File: config.mk
export PLATFORM = sky130hd
export DESIGN_NAME = pulse_width_doubler
export DESIGN_NICKNAME = d
export VERILOG_FILES = /design/src/rtl/pwd_pkg.sv /design/src/rtl/pwd_tally.sv /design/src/rtl/pwd_sticky.sv /design/src/rtl/pwd_out_stage.sv /design/src/rtl/pulse_width_doubler.sv
export SDC_FILE = /design/constraint.sdc
export NUM_CORES = 1
export LEC_CHECK = 0
export BUFFER_PORTS_ARGS = -buffer_cell sky130_fd_sc_hd__buf_4
export CORE_MARGIN = 2
export CORE_UTILIZATION = 40
export DETAILED_ROUTE_END_ITERATION = 10
export PLACE_DENSITY = 0.66
export SYNTH_ARGS = -nofsm -noshare
export SYNTH_HDL_FRONTEND = slang
export SYNTH_SLANG_ARGS = --single-unit
export TNS_END_PERCENT = 100
File: constraint.sdc
create_clock -name clk -period 2 [get_ports clk]
set_input_delay 0.1 -clock clk [delete_from_list [all_inputs] [get_ports clk]]
set_output_delay 0.1 -clock clk [all_outputs]
set_load 0.05 [all_outputs]
File: src/rtl/pwd_pkg.sv
// Package: shared types for the pulse width doubler.
// Assumes: nothing beyond IEEE 1800-2017.
package pwd_pkg;

    // Counter operation chosen each cycle from the sampled input.
    typedef enum logic [1:0] {
        TALLY_HOLD = 2'd0,
        TALLY_UP   = 2'd1,
        TALLY_DOWN = 2'd2
    } tally_op_e;

    // Picks the counter operation: count up while high, drain while low.
    function automatic tally_op_e pick_op(input logic level, input logic nonzero);
        if (level)
            return TALLY_UP;
        else if (nonzero)
            return TALLY_DOWN;
        else
            return TALLY_HOLD;
    endfunction

endpackage

File: src/rtl/pwd_tally.sv
// Module: saturating up/down cycle counter.
// Does: counts up on TALLY_UP, down on TALLY_DOWN, holds otherwise.
// Assumes: TALLY_DOWN is only requested when the count is nonzero;
//          counting up at the ceiling holds the value and pulses sat_hit_o.
module pwd_tally #(
    parameter int W = 8
) (
    input  logic                  clk,
    input  logic                  rst_n,
    input  pwd_pkg::tally_op_e    op_i,
    output logic [W-1:0]          cnt_o,
    output logic                  nonzero_o,
    output logic                  sat_hit_o
);
    import pwd_pkg::*;

    localparam logic [W-1:0] CEIL = {W{1'b1}};
    localparam logic [W-1:0] ONE  = {{(W-1){1'b0}}, 1'b1};

    logic [W-1:0] cnt_q;
    logic         at_ceil;

    // Flags derived from the present count.
    always_comb begin
        at_ceil   = (cnt_q == CEIL);
        nonzero_o = (cnt_q != '0);
        sat_hit_o = (op_i == TALLY_UP) && at_ceil;
    end

    // Count register with saturation at the ceiling.
    always_ff @(posedge clk) begin
        if (!rst_n)
            cnt_q <= '0;
        else begin
            case (op_i)
                TALLY_UP:   if (!at_ceil) cnt_q <= cnt_q + ONE;
                TALLY_DOWN: cnt_q <= cnt_q - ONE;
                default:    cnt_q <= cnt_q;
            endcase
        end
    end

    assign cnt_o = cnt_q;

endmodule

File: src/rtl/pwd_sticky.sv
// Module: sticky flag.
// Does: goes high on the edge after set_i and stays high until reset.
// Assumes: synchronous active-low reset.
module pwd_sticky (
    input  logic clk,
    input  logic rst_n,
    input  logic set_i,
    output logic flag_o
);
    logic flag_q;

    // Latch the event until reset.
    always_ff @(posedge clk) begin
        if (!rst_n)
            flag_q <= 1'b0;
        else
            flag_q <= flag_q | set_i;
    end

    assign flag_o = flag_q;

endmodule

File: src/rtl/pwd_out_stage.sv
// Module: registered output driver.
// Does: registers (input level OR count nonzero).
// Assumes: nonzero_i reflects the count before the current edge.
module pwd_out_stage (
    input  logic clk,
    input  logic rst_n,
    input  logic level_i,
    input  logic nonzero_i,
    output logic out_o
);
    logic out_q;

    // Output flop: high while the input is high or a tail remains.
    always_ff @(posedge clk) begin
        if (!rst_n)
            out_q <= 1'b0;
        else
            out_q <= level_i | nonzero_i;
    end

    assign out_o = out_q;

endmodule

File: src/rtl/pulse_width_doubler.sv
// Module: clocked pulse width doubler (top).
// Does: stretches each input pulse to twice its sampled length, with the
//       output registered one cycle behind the input.
// Assumes: pulse_i is synchronous to clk; excursions between edges are unseen.
module pulse_width_doubler #(
    parameter int W = 8
) (
    input  logic clk,
    input  logic rst_n,
    input  logic pulse_i,
    output logic pulse_o,
    output logic ovf_o
);
    import pwd_pkg::*;

    tally_op_e    op;
    logic [W-1:0] cnt_q;
    logic         nonzero;
    logic         sat_hit;

    // Decide the counter step for this cycle.
    always_comb op = pick_op(pulse_i, nonzero);

    pwd_tally #(.W(W)) u_tally (
        .clk       (clk),
        .rst_n     (rst_n),
        .op_i      (op),
        .cnt_o     (cnt_q),
        .nonzero_o (nonzero),
        .sat_hit_o (sat_hit)
    );

    pwd_out_stage u_out (
        .clk       (clk),
        .rst_n     (rst_n),
        .level_i   (pulse_i),
        .nonzero_i (nonzero),
        .out_o     (pulse_o)
    );

    pwd_sticky u_ovf (
        .clk    (clk),
        .rst_n  (rst_n),
        .set_i  (sat_hit),
        .flag_o (ovf_o)
    );

endmodule

After elaboration in Yosys (flattened, before gate mapping)
Cells that the tools add are included.

word-level totals
  bits of input ports = 3
  bits in writable memories = 0
  logic and storage cells = 19
  output and inout bits = 2
  memories = 0
  bits in read-only memories = 0
  bits in latches = 0
  register bits after elaboration = 10

operators by class
  multipliers = 0
  divide/modulo/power cells = 0
  bitwise gates (word level) = 2
  add/sub/neg operators = 2
  reduce and logical (&&, ||, !) cells = 4
  $lt $le $gt $ge = 0
  equality and inequality tests = 4
  multiplexer cells = 4
  shift operators = 0

operator list
  cell                                                 number
  one-hot mux 8 bit (2 select lines)                   1
  adder 8 x 1 -> 8 bit, second input constant          1
  equality test 8 bit, second input constant           1
  two-way mux 8 bit                                    1
  nonzero test 8 bit                                   1
  subtractor 8 x 1 -> 8 bit, second input constant     1
  two-way mux 2 bit                                    2
  equality test 2 x 1 -> 1 bit, second input constant  1
  equality test 2 bit, second input constant           1
  inequality test 2 bit, second input constant         1
  bitwise OR 1 bit                                     2
  AND reduction 2 bit                                  1
  nonzero test 2 bit                                   1
  logical AND 1 bit                                    1

Depth between registers and ports, before layout
  word-level depth = 6
  depth in mapped cells = 10
  mapped depth without buffers = 10

Hierarchy
From an unflattened synthesis, not the netlist that was laid out.

unflattened totals
  cell total of the unflattened synthesis = 78
  area total of the unflattened synthesis = 638.1 µm²

by module, submodules not included
  module               area an instance (µm²)  instances  cells each  seq. area each (µm²)
  pwd_tally            569.3                   1          73          160.2
  pwd_out_stage        27.5                    1          2           20.0
  pwd_sticky           27.5                    1          2           20.0
  pulse_width_doubler  13.8                    1          1           0.0

Worst setup path after synthesis
OpenSTA, ideal clock, no wires.

  path type = flip-flop to flip-flop
  start = register u_tally.cnt_q[7], in the netlist u_tally.cnt_o[7]
  end = register u_tally.cnt_q[6], in the netlist u_tally.cnt_o[6]
  library setup time = 0.140 ns
  period minus slack after synthesis = 2.249 ns
  arrival time = 2.109 ns
  setup slack = -0.249 ns
  data required time = 1.860 ns
  path buffers = 0
  cell stages (with the launch flop) = 11
  path through = dfxtp_1 -> nor4_1 -> nand2_1 -> nand2b_1 -> inv_1 -> ha_1 -> nor2b_1 -> o31a_1 -> o21ai_0 -> nor4bb_2 -> a211oi_2

between the ends
  longest elaborated chain between the ends = 6
  elaborated cells on any way between the ends = 10
  classes of those cells = eq/ne: 4; mux: 3; reduce/logical: 3

ends and longest elaborated chain
  element                                                                              line             source
  start: declaration                                                                   pwd_tally.sv:20  logic [W-1:0] cnt_q;
  start signal: assignment                                                             pwd_tally.sv:36  TALLY_UP: if (!at_ceil) cnt_q <= cnt_q + ONE;
  start signal: assignment                                                             pwd_tally.sv:37  TALLY_DOWN: cnt_q <= cnt_q - ONE;
  start signal: assignment                                                             pwd_tally.sv:38  default: cnt_q <= cnt_q;
  nonzero test 8 bit                                                                   pwd_tally.sv:26  nonzero_o = (cnt_q != '0);
  two-way mux 2 bit                                                                    pwd_pkg.sv:16    else if (nonzero)
  two-way mux 2 bit                                                                    pwd_pkg.sv:14    if (level)
  equality test 2 x 1 -> 1 bit / equality test 2 bit (equally long branches)           pwd_tally.sv:35  case (op_i)
  inequality test 2 bit (no source line) / nonzero test 2 bit (equally long branches)  n/a
  AND reduction 2 bit (no source line)                                                 n/a

Several ways; a longest one is shown, not always the timed one.
A chain may end at the register's enable or synchronous reset.

Worst setup path in the final report
  start = register u_tally.cnt_q[1], in the netlist u_tally.cnt_o[1]
  end = register u_tally.cnt_q[7], in the netlist u_tally.cnt_o[7]

between the ends
  longest elaborated chain between the ends = 6
  elaborated cells on any way between the ends = 13
  classes of those cells = add/sub: 2; eq/ne: 4; mux: 4; reduce/logical: 3

ends and longest elaborated chain
  element
  parallel branches: the longest is 6 deep, another holds adder 8 x 1 -> 8 bit

Parallel ways; which one is timed is not known. The select of a mux whose other input is x is not followed.

==> run_results.csv <==
group,metric,value,unit
run_status,status,"finished, violations left",
run_status,violations,"negative setup slack",
yosys,syn-cell-area,621,sq um
yosys,synth_cell_types,31,
clock_tree,clk_latency,270,ps
sta,setup_viol,3,
global_route,grt_overflow,0,
cells_and_area,fin_util,69.0,%
sta,rsz0062_at_grt,"true",
power_and_ir_drop,p_leak,0.451,nW
global_route,antenna_found_initial,0,
power_and_ir_drop,powerDensity,1630,nW/um^2
floorplanning,core,1470,sq um
floorplanning,initial_core_util,42.2,%
power_and_ir_drop,power_frac_comb,71.2,%
sta,tightest_slew,228,ps
worst_setup_path,crit_chain,"nor4_4 > nand2_1 > nand2b_1 > inv_4 > ha_4 > a211oi_4 > o21ai_2 > a31oi_2 > mux2i_1 > mux2i_1",
cells_and_area,drive_gt1_share,59.2,%
sta,maxSlewHeadroom,84.7,%
placement,post_dp_cell_area,856,sq um
floorplanning,dieArea,1880,sq um
sta,fin_skew,2.79,ps
sta,holdWs,109,ps
yosys,syn-num-nets,76,
yosys,seq_area_frac_synth,32.3,%
yosys,syn_inst,66,
floorplanning,core.rowCount,14,
power_and_ir_drop,irDropWorstVdd,879,uV
yosys,synth-edff-count,0,
cells_and_area,regArea,203,sq um
clock_tree,clk_path_buf_depth,2,
power_and_ir_drop,clkPwrFrac,8.4,%
route,drtPass1Iterations,4,
floorplanning,die_w,43.4,microns
route,drtAntennaViolNets,0,
clock_tree,path_clk_slew,70,ps
power_and_ir_drop,intPower,1.02,mW
cells_and_area,mostFrequentLayoutCell,"buf_4",
global_route,globalRouteTotalUtil,21.7,%
worst_setup_path,worst-path-buf-inv,1,
cells_and_area,num-fill-cells,113,
clock_tree,cts_root_buf,"clkbuf_4",
global_route,grt_pass1_vias,697,
placement,dp_cells,105,
cells_and_area,n_antenna_cell,0,
route,route.detailed.drc,0,
yosys,synth_ff_type,"dfxtp_1",
power_and_ir_drop,p_total,1.66,mW
route,wl_per_cell,14.7,microns
sta,period_share,110,%
worst_setup_path,cpMaxStageDelayCell,"dfxtp_2",
cells_and_area,fin_area,1010,sq um
cells_and_area,multiInputGateArea,527,sq um
worst_setup_path,cp_max_fo,6,
placement,gp_congestion,0.808,
clock_tree,clock-sinks,10,
worst_setup_path,path_common_cell,"mux2i_1",
sta,hold_viol,0,
worst_setup_path,worst_ep_arrival_time,2400,ps
placement,io_buffers,4,
worst_setup_path,slowest_delay,330,ps
sta,drv_slew,0,
sta,fmax,453,MHz
route,avgViaCountPerCell,5.41,
floorplanning,die_h,43.4,microns
sta,post-route-min-period,2210,ps
worst_setup_path,end_kind,"register",
min_path,hp-class,"in2reg",
yosys,synth_top_cell_area_share,32.3,%
yosys,avgSynthCellArea,9.40,sq um
power_and_ir_drop,power.switching,0.635,mW
power_and_ir_drop,switching_share,38.3,%
yosys,synth_top_area_cell,"dfxtp_1",
worst_setup_path,start_kind,"register",
worst_setup_path,path_class,"reg2reg",
worst_setup_path,required,2200,ps
route,route.vias.total,617,
floorplanning,pin_count,5,
cells_and_area,final_cell_mix,"buf_4 (28), dfxtp_1 (8), a21oi_2 (5)",
placement,dp_hpwl,1.12,mm
clock_tree,cts_hold_buf,0,
sta,worst_slack,-209,ps
cells_and_area,nNetsFinal,110,
route,drt_iter0_markers,13,
global_route,grt_pass1_wl,2.99,mm
flow_run,drv_cap,0,
yosys,yosys_warnings,0,
clock_tree,htree_levels,1,
global_route,grt_max_degree,9,
yosys,synth-seq-cells,10,
yosys,async_flop_share,0,%
clock_tree,cts_buffers,3,
cells_and_area,instances_no_fill,114,
clock_tree,cts_tree,"done",
worst_setup_path,crit_family,"simple AND/OR/NAND/NOR gates",
yosys,synth_area_leaders,"dfxtp_1 (32%), ha_1 (12%), a21oi_1 (6.5%)",
power_and_ir_drop,p_seq_share,20.4,%
cells_and_area,area_growth,63.5,%
route,drt-total-wl,1.68,mm
worst register-to-register path: stages, from the launching register on:
cell	delay (ps)
dfxtp_2	330
nor4_4	280
nand2_1	120
nand2b_1	150
inv_4	90
ha_4	230
a211oi_4	220
o21ai_2	110
a31oi_2	160
mux2i_1	250
mux2i_1	190
final timing paths:
check	from	slack, ps	cells past startpoint	end
worst max-delay path	u_tally.cnt_o[1]	-210	10	u_tally.cnt_o[7]
worst min-delay path	rst_n	110	3	u_tally.cnt_o[7]
worst max register to register	u_tally.cnt_o[1]	-210	10	u_tally.cnt_o[7]
worst min register to register	u_ovf.flag_o	460	2	u_ovf.flag_o
power groups by stage:
| stage | registers, mW | logic, mW | clock network, mW |
|---|---|---|---|
| final | 0.339 | 1.18 | 0.139 |
| after global routing | 0.344 | 1.29 | 0.153 |
| after CTS | 0.316 | 1.07 | 0.140 |
| after detailed placement | 0.313 | 0.911 | 0 |
| after global placement | 0.314 | 0.878 | 0 |
| after floorplan | 0.348 | 0.532 | 0 |
timing repair:
action | 4_1_cts | 5_1_grt
gates resized for setup | 11 | 10
pin swaps | 7 | 9
buffers inserted | 7 | 3
setup endpoints to repair | 3 | 9
layer usage:
layer | up-vias | part of all wire, % | global-route usage, %
met3 | 2 | 2.9 | 7.50
met2 | 9 | 53 | 37.0
met1 | 298 | 43 | 24.5
met4 | 0 | 1.1 | 9.70
met5 | - | 0 | 0
li1 | 308 | - | -
through the flow:
| stage | setup TNS (ps) | setup slack [ps] |
|---|---|---|
| floorplan | -203 | -105 |
| global placement | -331 | -199 |
| detailed placement | -566 | -305 |
| CTS | -434 | -225 |
| global route | -905 | -359 |
| finish | -431 | -209 |
sequential cells by signal, indices dropped and copies added (netlist names):
register and cells:
u_out.out_o 1, u_ovf.flag_o 1, u_tally.cnt_o 8
cells in the mapped netlist (2+ instances only):
master / number
a21o_1: 2
a21oi_1: 8
dfxtp_1: 10
ha_1: 6
inv_1: 5
mux2i_1: 2
nand2_1: 3
nand2b_1: 3
nor4_1: 2
o21ai_0: 2
o21ai_1: 2
xor2_1: 2
layout make-up:
| class | instances | area share [%] |
|---|---|---|
| clock buffer | 3 | 2.22 |
| inverter | 5 | 2.10 |
| multi-input combinational | 51 | 51.9 |
| sequential | 10 | 20.0 |
| tap | 16 | 1.97 |
| timing repair buffer | 29 | 21.8 |
cell families after synthesis:
group | Yosys count | synth area share [%]
and+or+nand+nor | 16 | 16.7
muxes | 2 | 3.23
AOI/OAI and AO/OA | 23 | 25.2
buffers and inverters | 5 | 3.02
adders and majority gates | 7 | 15.3
xor gates and xnor gates | 3 | 4.23
DFF | 10 | 32.3
Note: power is estimated with default switching activity, not from simulation.
